**config.mk**
```make
export PLATFORM = sky130hd
export DESIGN_NAME = adc_ctrl_readout
export DESIGN_NICKNAME = d
export VERILOG_FILES = /design/src/rtl/adc_rd_pkg.sv /design/src/rtl/adc_sync_chain.sv /design/src/rtl/adc_conv_seq.sv /design/src/rtl/adc_bus_mux.sv /design/src/rtl/adc_ctrl_readout.sv
export SDC_FILE = /design/constraint.sdc
export NUM_CORES = 1
export LEC_CHECK = 0
export BUFFER_PORTS_ARGS = -buffer_cell sky130_fd_sc_hd__buf_2
export CAP_MARGIN = 20
export CORE_ASPECT_RATIO = 0.8
export CORE_MARGIN = 2
export CORE_UTILIZATION = 53
export CTS_CLUSTER_DIAMETER = 40
export DETAILED_ROUTE_END_ITERATION = 7
export GPL_ROUTABILITY_DRIVEN = 0
export PLACE_DENSITY_LB_ADDON = 0.08
export SYNTH_ARGS = -nofsm -noshare
export SYNTH_HDL_FRONTEND = slang
export SYNTH_SLANG_ARGS = --single-unit
```
**constraint.sdc**
```tcl
create_clock -name clk -period 2.75 [get_ports clk]
set_input_delay 0.55 -clock clk [delete_from_list [all_inputs] [get_ports clk]]
set_output_delay 0.55 -clock clk [all_outputs]
set_load 0.02 [all_outputs]
```
**src/rtl/adc_rd_pkg.sv**
```systemverilog
package adc_rd_pkg;

  localparam int unsigned RES_W  = 18;
  localparam int unsigned WORD_LO = 2;   // first line driven in word mode
  localparam int unsigned BYTE_LO = 10;  // first line driven in byte mode
  localparam int unsigned BYTE_W  = RES_W - BYTE_LO;

  typedef enum logic [1:0] {
    SEQ_IDLE = 2'd0,
    SEQ_CONV = 2'd1,
    SEQ_CAL  = 2'd2
  } seq_state_t;

  typedef enum logic [1:0] {
    BUS_FULL = 2'd0,
    BUS_WORD = 2'd1,
    BUS_BYTE = 2'd2,
    BUS_OFF  = 2'd3
  } bus_mode_t;

  typedef logic [RES_W-1:0] result_t;

  // two's complement view: only the top bit flips
  function automatic result_t apply_format(input result_t r, input logic twos);
    result_t f;
    f = r;
    if (twos) f[RES_W-1] = ~r[RES_W-1];
    return f;
  endfunction

endpackage

```
**src/rtl/adc_sync_chain.sv**
```systemverilog
module adc_sync_chain #(
  parameter int unsigned     W       = 3,
  parameter logic [W-1:0]    RST_VAL = '0
) (
  input  logic         clk,
  input  logic         rst_n,
  input  logic [W-1:0] async_in,
  output logic [W-1:0] sync_lvl
);

  for (genvar g = 0; g < W; g++) begin : g_bit
    logic meta_q;
    logic stab_q;

    always_ff @(posedge clk or negedge rst_n) begin
      if (!rst_n) begin
        meta_q <= RST_VAL[g];
        stab_q <= RST_VAL[g];
      end else begin
        meta_q <= async_in[g];
        stab_q <= meta_q;
      end
    end

    assign sync_lvl[g] = stab_q;
  end

endmodule

```
**src/rtl/adc_conv_seq.sv**
```systemverilog
module adc_conv_seq
  import adc_rd_pkg::*;
#(
  parameter int unsigned CONV_CYCLES = 20,
  parameter int unsigned CAL_CYCLES  = 64
) (
  input  logic    clk,
  input  logic    rst_n,
  input  logic    cnv_lvl,    // synchronised, active-low start
  input  logic    rst_lvl,    // synchronised converter reset
  input  logic    pd_lvl,     // synchronised power-down
  input  result_t sample_in,
  output logic    busy,
  output result_t result
);

  localparam int unsigned CNT_MAX = (CONV_CYCLES > CAL_CYCLES) ? CONV_CYCLES : CAL_CYCLES;
  localparam int unsigned CNT_W   = $clog2(CNT_MAX + 1);
  localparam logic [CNT_W-1:0] CONV_LOAD = CNT_W'(CONV_CYCLES);
  localparam logic [CNT_W-1:0] CAL_LOAD  = CNT_W'(CAL_CYCLES);
  localparam logic [CNT_W-1:0] CNT_LAST  = CNT_W'(1);

  seq_state_t       state_q;
  logic [CNT_W-1:0] cnt_q;
  result_t          hold_q;
  result_t          result_q;
  logic             cnv_prev_q;
  logic             rst_prev_q;

  logic start_fall;
  logic cal_fall;
  logic last_cycle;

  // third stage: previous synchronised level, for edge detection
  always_ff @(posedge clk or negedge rst_n) begin
    if (!rst_n) begin
      cnv_prev_q <= 1'b1;
      rst_prev_q <= 1'b0;
    end else begin
      cnv_prev_q <= cnv_lvl;
      rst_prev_q <= rst_lvl;
    end
  end

  assign start_fall = cnv_prev_q & ~cnv_lvl;
  assign cal_fall   = rst_prev_q & ~rst_lvl;
  assign last_cycle = (cnt_q == CNT_LAST);

  always_ff @(posedge clk or negedge rst_n) begin
    if (!rst_n) begin
      state_q  <= SEQ_IDLE;
      cnt_q    <= '0;
      hold_q   <= '0;
      result_q <= '0;
    end else if (rst_lvl) begin
      state_q <= SEQ_IDLE;
      cnt_q   <= '0;
    end else if (cal_fall) begin
      state_q <= SEQ_CAL;
      cnt_q   <= CAL_LOAD;
    end else begin
      unique case (state_q)
        SEQ_IDLE: begin
          if (start_fall && !pd_lvl) begin
            state_q <= SEQ_CONV;
            cnt_q   <= CONV_LOAD;
            hold_q  <= sample_in;
          end
        end
        SEQ_CONV: begin
          if (last_cycle) begin
            state_q  <= SEQ_IDLE;
            cnt_q    <= '0;
            result_q <= hold_q;
          end else begin
            cnt_q <= cnt_q - CNT_LAST;
          end
        end
        SEQ_CAL: begin
          if (last_cycle) begin
            state_q <= SEQ_IDLE;
            cnt_q   <= '0;
          end else begin
            cnt_q <= cnt_q - CNT_LAST;
          end
        end
        default: begin
          state_q <= SEQ_IDLE;
          cnt_q   <= '0;
        end
      endcase
    end
  end

  assign busy   = (state_q != SEQ_IDLE);
  assign result = result_q;

endmodule

```
**src/rtl/adc_bus_mux.sv**
```systemverilog
module adc_bus_mux
  import adc_rd_pkg::*;
(
  input  result_t    result,
  input  logic [1:0] bus_mode,
  input  logic       cs_n,
  input  logic       rd_n,
  input  logic       fmt_twos,
  input  logic       addr_a0,
  input  logic       addr_a1,
  output result_t    data_out,
  output result_t    data_oe
);

  result_t   fmt_res;
  bus_mode_t mode;
  logic      bus_on;

  assign fmt_res = apply_format(result, fmt_twos);
  assign mode    = bus_mode_t'(bus_mode);
  assign bus_on  = ~cs_n & ~rd_n;

  always_comb begin
    data_out = '0;
    data_oe  = '0;
    if (bus_on) begin
      unique case (mode)
        BUS_FULL: begin
          data_oe  = '1;
          data_out = result;
        end
        BUS_WORD: begin
          data_oe[RES_W-1:WORD_LO] = '1;
          if (!addr_a0) data_out[RES_W-1:WORD_LO] = fmt_res[RES_W-1:WORD_LO];
          else          data_out[WORD_LO+1:WORD_LO] = fmt_res[1:0];
        end
        BUS_BYTE: begin
          data_oe[RES_W-1:BYTE_LO] = '1;
          unique case ({addr_a0, addr_a1})
            2'b00: data_out[RES_W-1:BYTE_LO] = fmt_res[RES_W-1:BYTE_LO];
            2'b01: data_out[RES_W-1:BYTE_LO] = fmt_res[BYTE_LO-1:WORD_LO];
            2'b10: data_out[BYTE_LO+1:BYTE_LO] = fmt_res[1:0];
            default: data_out[RES_W-1:RES_W-2] = fmt_res[1:0];
          endcase
        end
        default: begin
          data_oe  = '0;
          data_out = '0;
        end
      endcase
    end
  end

endmodule

```
**src/rtl/adc_ctrl_readout.sv**
```systemverilog
module adc_ctrl_readout
  import adc_rd_pkg::*;
#(
  parameter int unsigned CONV_CYCLES = 20,
  parameter int unsigned CAL_CYCLES  = 64
) (
  input  logic             clk,
  input  logic             rst_n,
  input  logic             cnv_start_n,
  input  logic             cal_reset,
  input  logic             pwr_down,
  input  logic             cs_n,
  input  logic             rd_n,
  input  logic [1:0]       bus_mode,
  input  logic             fmt_twos,
  input  logic             addr_a0,
  input  logic             addr_a1,
  input  logic [RES_W-1:0] sample_in,
  output logic             busy,
  output logic [RES_W-1:0] data_out,
  output logic [RES_W-1:0] data_oe
);

  localparam int unsigned N_ASYNC = 3;
  // bit 0 start (idles high), bit 1 converter reset, bit 2 power-down
  localparam logic [N_ASYNC-1:0] ASYNC_RST = 3'b001;

  logic [N_ASYNC-1:0] sync_lvl;
  logic    cnv_lvl;
  logic    rst_lvl;
  logic    pd_lvl;
  result_t result;

  adc_sync_chain #(
    .W       (N_ASYNC),
    .RST_VAL (ASYNC_RST)
  ) u_sync (
    .clk      (clk),
    .rst_n    (rst_n),
    .async_in ({pwr_down, cal_reset, cnv_start_n}),
    .sync_lvl (sync_lvl)
  );

  assign cnv_lvl = sync_lvl[0];
  assign rst_lvl = sync_lvl[1];
  assign pd_lvl  = sync_lvl[2];

  adc_conv_seq #(
    .CONV_CYCLES (CONV_CYCLES),
    .CAL_CYCLES  (CAL_CYCLES)
  ) u_seq (
    .clk       (clk),
    .rst_n     (rst_n),
    .cnv_lvl   (cnv_lvl),
    .rst_lvl   (rst_lvl),
    .pd_lvl    (pd_lvl),
    .sample_in (sample_in),
    .busy      (busy),
    .result    (result)
  );

  adc_bus_mux u_bus (
    .result   (result),
    .bus_mode (bus_mode),
    .cs_n     (cs_n),
    .rd_n     (rd_n),
    .fmt_twos (fmt_twos),
    .addr_a0  (addr_a0),
    .addr_a1  (addr_a1),
    .data_out (data_out),
    .data_oe  (data_oe)
  );

endmodule

```
==> results of run 1 <==
worst max-delay path: stages:
cell     delay [ns]
buf_2          0.16
or3_1          0.44
inv_1          0.27
o21ai_0        0.14
o41ai_1        0.07
buf_2          0.21
registers in the layout, indices dropped and copies added (netlist names):
name and count:
u_seq.hold_q 18, u_seq.cnv_prev_q 1, u_sync.g_bit.stab_q 3, u_seq.cnt_q 7, u_seq.rst_prev_q 1, u_sync.g_bit.meta_q 3
u_seq.state_q 2, u_seq.result 18
cell families after synthesis:
group	share of synthesized area
AND/OR/NAND/NOR	0.129
flip-flops	0.499
AO/OA/AOI/OAI	0.101
multiplexers	0.173
buffers and inverters	0.0690
adder cells (fa/ha/maj)	0.0235
XOR/XNOR	0.00657
synthesized netlist by cell type (2+ instances only):
cell type,number
ha_1,5
a21oi_1,6
clkbuf_1,3
nand2_1,6
nor3_1,4
mux2_2,29
a31oi_1,2
dfrtp_1,50
nand3b_1,2
nand3_1,5
and3_1,7
nor2b_1,9
dfstp_2,3
a21o_1,2
inv_1,7
o21a_1,2
o21ai_0,10
nand2b_1,4
xnor2_1,2
mux2_4,9
buf_4,15
a22oi_1,6
buf_6,3
and2_1,2
nor2_1,10
or3_1,2
where the power goes:
group	switching [mW]	internal, mW	total (mW)	leakage, nW
logic	0.120	0.130	0.250	0.829
registers	0.0482	0.865	0.913	0.671
clock network	0.264	0.209	0.473	0.0518
total	0.432	1.20	1.64	1.55
per-stage QoR:
step | total power [mW] | utilization | instances | instance area, um^2 | setup slack (ns)
after floorplan | 1.10 | - | 226 | 2670 | 0.215
after global placement | 1.17 | 0.596 | 335 | 2930 | 0.396
after detailed placement | 1.18 | 0.596 | 335 | 2930 | 0.362
after CTS | 1.65 | 0.617 | 343 | 3030 | 0.352
after global routing | 1.73 | 0.617 | 343 | 3030 | 0.197
final | 1.64 | 0.617 | 343 | 3030 | 0.358
layer usage:
layer | vias up | part of all wire | GRT usage
li1 | 910 | - | -
met1 | 884 | 0.51 | 0.275
met2 | 42 | 0.43 | 0.265
met3 | 7 | 0.047 | 0.0538
met4 | 0 | 0.011 | 0.0615
met5 | - | 0 | 0
final cells by class:
type,count,area [um^2]
clock buffer,6,82.6
clock inverter,2,17.5
fill,405,1890
inverter,7,26.3
multi-input combinational,145,1150
sequential,53,1330
tap,62,77.6
timing repair buffer,68,345
final timing paths:
kind	to	slack, ns	from
hold reg to reg	u_sync.g_bit[1].stab_q$_DFF_PN0_	0.36	u_sync.g_bit[1].meta_q$_DFF_PN0_
hold / removal	u_sync.g_bit[0].meta_q$_DFF_PN1_	0.33	cnv_start_n
setup reg to reg	u_seq.result[15]$_DFFE_PN0P_	0.57	u_seq.cnt_q[1]$_DFFE_PN0P_
min in group asynchronous	u_sync.g_bit[2].meta_q$_DFF_PN0_	0.34	rst_n
setup / recovery	data_out[17]	0.36	bus_mode[1]
max in group asynchronous	u_seq.result[1]$_DFFE_PN0P_	1.98	rst_n
==> results.tsv, run 1 <==
stage	metric	value	unit
run_status	run_status	finished clean	
cts	cts_tree	yes	
power	ir_drop	0.332	mV
die	die_area	5620	um^2
power	p_leak	1.55	nW
worst_setup_path	required	2.20	ns
synth	synthDistinctLibCells	47	
synth	synth_area_leaders	dfrtp_1, mux2_2, mux2_4	
synth	syn_area	2670	um^2
global_route	grt_overflow_total	0	
timing	tns	0	ns
timing	setup_viol	0	
synth	async_flop_share	1.00	
routing	ant_nets	0	
routing	first_pass_iters	4	
timing	rsz0062_at_grt	no	
cts	cts_buffer_depth	2	
routing	first_iter_violations	106	
timing	finalCriticalPeriod	2.39	ns
routing	num_vias	1843	
timing	period_share	0.870	
global_route	first_global_vias	1674	
die	die_w	83.3	um
synth	yosysWarningCount	0	
routing	drc	0	
synth	syn-instance-count	226	
routing	wl_per_cell	14.7	um
layout	layout.nets	315	
routing	vias_per_cell	5.37	
die	ioPinCount	67	
global_route	grt_max_degree	54	
cts	cts-buffers-inserted	5	
synth	syn_area_per_cell	11.8	um^2
die	core	4920	um^2
timing	clock.fmax	418	MHz
routing	wirelength	5030	um
worst_hold_path	worst_hold_path.num_cells	1	
layout	syn_to_final_growth	13.7	%
cts	ctsHoldBuffers	0	
die	num_rows	23	
worst_setup_path	worst_setup_path_start_kind	input pin	
timing	relSlewSlack	0.568	
synth	seq_area_frac_synth	0.499	
cts	clkTransAtPathRegs	0.09	ns
power	cellPowerDensity	539	nW/um^2
cts	htree_num_levels	2	
cts	cts_resized	0	
timing	drv_slew	0	
worst_setup_path	cp_max_fo	15	
global_route	grt_pass1_wl	8090	um
synth	synth_top_area_frac	0.469	
worst_hold_path	hold_path.class	in2reg	
worst_setup_path	path_class	in2out	
synth	syn_nets	261	
cts	cts_sinks	53	
worst_setup_path	arrival	1.84	ns
synth	synth_edf_count	0	
layout	diodes	0	
place	portBuffers	66	
timing	clock_skew	0.00558	ns
global_route	grt_util_all_layers	0.187	
synth	synth_area_leader_cell	dfrtp_1	
synth	ys_ff_latch	53	
layout	final_common_cell	buf_2	
timing	hold_viol_final	0	
cts	clkLatencyLatePin	0.31	ns
timing	holdWs	0.329	ns
place	dp_hpwl	3650	um
global_route	antenna_found_initial	0	
run	cap_violations	0	
worst_setup_path	reg2reg_depth	6	
worst_setup_path	cp-end-kind	output pin	
synth	ys_dominant_reg_cell	dfrtp_1	
cts	postCtsSetupBuffers	0	
timing	tightest_slew	0.648	ns
cts	cts_root_buf	clkbuf_8	
die	die_h	67.5	um
layout	final_cell_mix	buf_2, dfrtp_1, mux2_2, nor2_1, o21ai_0	
die	initial_core_util	0.542	
layout	layout-drive-gt1-share	0.423	
No activity file was read; power rests on OpenSTA's default activity.
==> inputs of run 2 (changes only) <==
Settings changed: ABC_AREA set to 1, CORE_MARGIN 2 to 8, CORE_UTILIZATION 53 to 58.
Clock period 2.75 ns to 2.8 ns, I/O delays scaled along.
==> run 2 against run 1 <==
Net effect:
- via count rose by 24%
- total power up 8.3%
- non-clock buffer count rose by 1
- combinational power increased by 49%
- largest power group unchanged
==> results.tsv, run 2 <==
stage	metric	value	unit
run_status	run_status	finished clean	
routing	first_pass_iters	5	
layout	final_cell_mix	nand2_1, buf_2, dfrtp_1, inv_1, o21ai_0	
place	placed_area	3070	um^2
cts	cts_buffer_depth	2	
cts	cts_resized	0	
layout	syn_to_final_growth	13.5	%
global_route	grt_util_all_layers	0.167	
die	initial_core_util	0.605	
timing	tns	0	ns
timing	clock.fmax	435	MHz
layout	seq_area	1330	um^2
place	portBuffers	66	
synth	ys_dominant_reg_cell	dfrtp_1	
worst_setup_path	crit_path_top_delay_cell	nor2_1	
routing	wirelength	5980	um
die	core	4620	um^2
worst_setup_path	cp-end-kind	output pin	
synth	synthTopCellsByCount	nand2_1, dfrtp_1, inv_1, o21ai_0, nor2_1	
timing	finalCriticalPeriod	2.30	ns
layout	stdcell_area	3170	um^2
synth	seq_area_frac_synth	0.476	
die	die_area	7310	um^2
synth	synth_area_leader_cell	dfrtp_1	
synth	synth_area_leaders	dfrtp_1, nand2_1, inv_1	
routing	drc	0	
worst_setup_path	crit_buf_inv	3	
cts	cts_tree	yes	
global_route	first_global_vias	2092	
cts	htree_num_levels	2	
worst_setup_path	crit_top_cell	nor2_1	
run	cap_violations	0	
synth	syn_area	2800	um^2
cts	cts_sinks	53	
cts	ctsHoldBuffers	0	
global_route	grt_max_degree	54	
power	p_leak	1.65	nW
timing	drv_slew	0	
worst_setup_path	path_class	in2out	
cts	cts_root_buf	clkbuf_8	
routing	first_iter_violations	171	
synth	synth_edf_count	0	
worst_setup_path	cp_max_fo	9	
routing	ant_nets	0	
worst_hold_path	hold_path.class	in2async	
global_route	grt_pass1_wl	9930	um
global_route	antenna_found_initial	0	
timing	tightest_slew	0.529	ns
worst_setup_path	path_cells	buf_2 > nor2_1 > inv_2 > nor2_1 > nand2_1 > nor2_1 > buf_2	
timing	relSlewSlack	0.647	
synth	synthDistinctLibCells	26	
timing	fin_ws	0.502	ns
layout	final_common_cell	nand2_1	
layout	layout.nets	434	
synth	synth_most_common_cell	nand2_1	
layout	diodes	0	
worst_setup_path	r2r_slack	1.05	ns
synth	synth_top_area_frac	0.447	
place	place_ws	0.496	ns
worst_setup_path	arrival	1.74	ns
layout	multi_input_area	1130	um^2
synth	syn_area_per_cell	8.11	um^2
power	ir_drop	0.466	mV
power	cellPowerDensity	559	nW/um^2
layout	fillCellCount	387	
timing	period_share	0.821	
synth	async_flop_share	1.00	
synth	ys_ff_latch	53	
timing	setup_viol	0	
worst_setup_path	critical_path.top_delay_family	simple AND/OR/NAND/NOR gates	
global_route	grt_overflow_total	0	
routing	num_vias	2281	
die	num_rows	22	
die	ioPinCount	67	
die	die_w	93.6	um
worst_setup_path	worst_setup_path_start_kind	input pin	
synth	syn-instance-count	345	
worst_setup_path	required	2.24	ns
synth	yosysWarningCount	0	
routing	vias_per_cell	4.96	
routing	wl_per_cell	13.0	um
timing	clock_skew	0.00898	ns
timing	rsz0062_at_grt	no	
cts	cts-buffers-inserted	5	
synth	syn_nets	380	
layout	layout-drive-gt1-share	0.278	
die	die_h	78.1	um
place	dp_hpwl	4510	um
cts	clkLatencyLatePin	0.31	ns
cts	clkTransAtPathRegs	0.10	ns
worst_setup_path	slowest_delay	0.30	ns
timing	hold_viol_final	0	
cts	postCtsSetupBuffers	0	
-- run 2: cell type report --
| class | count | share of cell area |
|---|---|---|
| Clock inverter | 2 | 0.00513 |
| Sequential cell | 53 | 0.419 |
| Tap cell | 60 | 0.0237 |
| Clock buffer | 6 | 0.0260 |
| Multi-Input combinational cell | 224 | 0.356 |
| Timing Repair Buffer | 69 | 0.115 |
| Inverter | 46 | 0.0544 |
-- run 2: final timing paths --
kind / to / cells after the start / start
setup / recovery: data_out[8] / 7 / rd_n
hold / removal: u_seq.state_q[1]$_DFFE_PN0P_ / 2 / rst_n
setup reg to reg: u_seq.result[4]$_DFFE_PN0P_ / 7 / u_seq.cnt_q[1]$_DFFE_PN0P_
hold reg to reg: u_sync.g_bit[2].stab_q$_DFF_PN0_ / 0 / u_sync.g_bit[2].meta_q$_DFF_PN0_
max in group asynchronous: u_seq.cnv_prev_q$_DFF_PN1_ / 2 / rst_n
min in group clk: u_sync.g_bit[0].meta_q$_DFF_PN1_ / 1 / cnv_start_n
-- run 2: worst register-to-register path, stage by stage (launching register included) --
cell	delay [ns]
dfrtp_1	0.38
inv_1	0.09
ha_1	0.17
nand2_1	0.09
nor2_4	0.16
nand3_4	0.41
nor2_1	0.29
a21oi_2	0.04
-- run 2: routing by layer --
metal | share of wire | GRT usage | up-vias
li1 | - | - | 1169
met1 | 0.48 | 0.240 | 1021
met2 | 0.42 | 0.236 | 84
met3 | 0.081 | 0.0437 | 7
met4 | 0.015 | 0.0569 | 0
met5 | 0 | 0 | -
-- run 2: cells by family (layout without fill, tap and decap cells) --
kind of cell               after synthesis  after routing  synth area share
AOI/OAI and AO/OA                       60             60             0.134
xor gates and xnor gates                 3              3           0.00940
adders and majority gates                5              5            0.0224
buffers and inverters                   68            123             0.121
DFF                                     53             53             0.476
and+or+nand+nor                        156            156             0.238
-- run 2: stage by stage --
stage,hold slack [ns],power [mW],instances,utilization
final,0.228,1.77,460,0.686
after global routing,0.246,1.88,460,0.686
after CTS,0.229,1.79,460,0.686
after detailed placement,0.340,1.33,452,0.665
after global placement,0.336,1.32,452,0.665
after floorplan,0.264,1.22,345,-
-- run 2: where the power goes --
group	switching, mW	total (mW)	internal [mW]	leakage [nW]
Clock	0.251	0.455	0.204	0.0478
Combinational	0.242	0.372	0.131	0.935
Sequential	0.0610	0.946	0.885	0.667
==> inputs of run 3 (changes only) <==
Settings changed: CORE_UTILIZATION 58 to 48.
Clock period 2.8 ns to 1.9 ns, I/O delays scaled along.
==> run 3 against run 2 <==
Net effect:
- sequential power rose by 48%
- global-route usage shrank 1.2 points
- count of clock-buffer cells in the layout stayed put
- die area up 17%
- non-clock buffer count grew 4
- worst hold slack got worse by 0.062 ns
- clock power rose by 68%
- critical path type unchanged
==> results.tsv, run 3 (synthesized netlist as in run 2, its figures left out) <==
stage	metric	value	unit
timing	tightest_slew	0.433	ns
die	die_h	84.3	um
global_route	grt_util_all_layers	0.155	
power	p_leak	1.69	nW
global_route	first_global_vias	2240	
timing	clock_skew	0.00618	ns
die	ioPinCount	67	
timing	rsz0062_at_grt	yes	
cts	cts-buffers-inserted	5	
routing	first_iter_violations	161	
worst_setup_path	cp_max_fo	10	
worst_setup_path	arrival	1.44	ns
timing	hold_viol_final	0	
power	ir_drop	0.489	mV
cts	clkTransAtPathRegs	0.09	ns
routing	ant_nets	0	
routing	wirelength	6250	um
die	core	5760	um^2
worst_setup_path	worst_setup_path_start_kind	input pin	
die	die_area	8540	um^2
die	num_rows	25	
place	dp_hpwl	4750	um
timing	drv_slew	0	
worst_setup_path	path_class	in2out	
cts	cts_buffer_depth	2	
global_route	antenna_found_initial	0	
routing	vias_per_cell	4.71	
power	switchingPower	0.824	mW
die	die_w	101	um
routing	first_pass_iters	4	
worst_setup_path	cp-end-kind	output pin	
layout	seq_area	1330	um^2
timing	period_share	0.959	
worst_setup_path	required	1.52	ns
power	clock_power_share	0.281	
place	dp_cells	476	
cts	cts_sinks	53	
routing	num_vias	2285	
power	cellPowerDensity	830	nW/um^2
power	swShare	0.302	
layout	syn_to_final_growth	17.4	%
routing	wl_per_cell	12.9	um
timing	clock.fmax	549	MHz
cts	cts_tree	yes	
layout	final_cell_mix	nand2_1, buf_2, dfrtp_1, inv_1, o21ai_0	
global_route	grt_max_degree	39	
routing	drc	0	
power	seqPwrFrac	0.513	
cts	clkLatencyLatePin	0.30	ns
cts	postCtsSetupBuffers	0	
timing	relSlewSlack	0.709	
layout	diodes	0	
worst_hold_path	hold_path.class	in2reg	
cts	cts_root_buf	clkbuf_8	
power	finalPower	2.72	mW
power	p_comb_frac	0.207	
layout	fillCellCount	577	
die	initial_core_util	0.486	
timing	finalCriticalPeriod	1.82	ns
power	p_int	1.90	mW
layout	fin_cells	485	
layout	layout.nets	438	
place	portBuffers	66	
global_route	grt_overflow_total	0	
run_status	run_status	finished clean	
timing	holdWs	0.167	ns
timing	setup_viol	0	
cts	htree_num_levels	2	
layout	multi_input_area	1150	um^2
layout	final_common_cell	nand2_1	
layout	layout-drive-gt1-share	0.290	
global_route	grt_pass1_wl	10700	um
worst_setup_path	r2r_slack	0.28	ns
run	cap_violations	0	
[run 3: cell types whose count changed in the layout (fill, tap and decap cells not counted), moves of 2 or more]
cell | before | now
buf_2 | 66 | 64
buf_4 | 2 | 6
nor2_1 | 26 | 24
nor2_4 | 4 | 6
o21ai_0 | 28 | 26
[run 3: final timing paths]
path | startpoint | endpoint | cells past startpoint
worst max-delay path | addr_a0 | data_out[15] | 7
worst min-delay path | cnv_start_n | u_sync.g_bit[0].meta_q$_DFF_PN1_ | 1
worst min register to register | u_sync.g_bit[2].meta_q$_DFF_PN0_ | u_sync.g_bit[2].stab_q$_DFF_PN0_ | 0
max in group asynchronous | rst_n | u_seq.result[16]$_DFFE_PN0P_ | 3
min in group asynchronous | rst_n | u_seq.cnt_q[2]$_DFFE_PN0P_ | 2
worst max register to register | u_seq.cnt_q[4]$_DFFE_PN0P_ | u_seq.result[13]$_DFFE_PN0P_ | 7
[run 3: final cells by class]
cell class,instances,share of cell area
Sequential cell,53,0.405
Clock inverter,2,0.0118
Clock buffer,6,0.0221
Tap cell,81,0.0309
Inverter,46,0.0526
Timing Repair Buffer,73,0.126
Multi-Input combinational cell,224,0.351
[run 3: through the flow]
step	TNS [ns]	util	cell area, um^2	setup WS [ns]
2_1_floorplan	0	-	2800	0.0396
6_report	0	0.571	3280	0.0787
3_3_place_gp	0	0.546	3140	0.140
5_1_grt	-0.0178	0.571	3280	-0.0118
4_1_cts	0	0.567	3260	0.0132
3_5_place_dp	0	0.546	3140	0.0930
[run 3: what timing repair did]
action,in CTS,in global routing
resized for setup,0,8
hold endpoints to repair,12,0
hold buffers,1,0
endpoints found under the setup margin,0,9
[run 3: worst max-delay path, cell delays in order]
cell and delay, ns:
buf_2 0.17, nand2_1 0.11, nand2_1 0.10, inv_1 0.18
nand2_1 0.09, a21oi_1 0.21, buf_2 0.21
[run 3: power by group through the flow]
stage               sequential (mW)  combinational [mW]  clock [mW]
detailed placement             1.42               0.557           0
floorplan                      1.39               0.408           0
global placement               1.41               0.542           0
CTS                            1.40               0.562       0.791
finish                         1.40               0.563       0.765
global route                   1.42               0.646       0.843
[run 3: layer usage]
metal,track usage,up-vias,part of all wire
met5,0,-,0
met4,0.0324,0,0.0034
met3,0.0504,2,0.068
met2,0.227,66,0.43
met1,0.215,1036,0.50
li1,-,1181,-
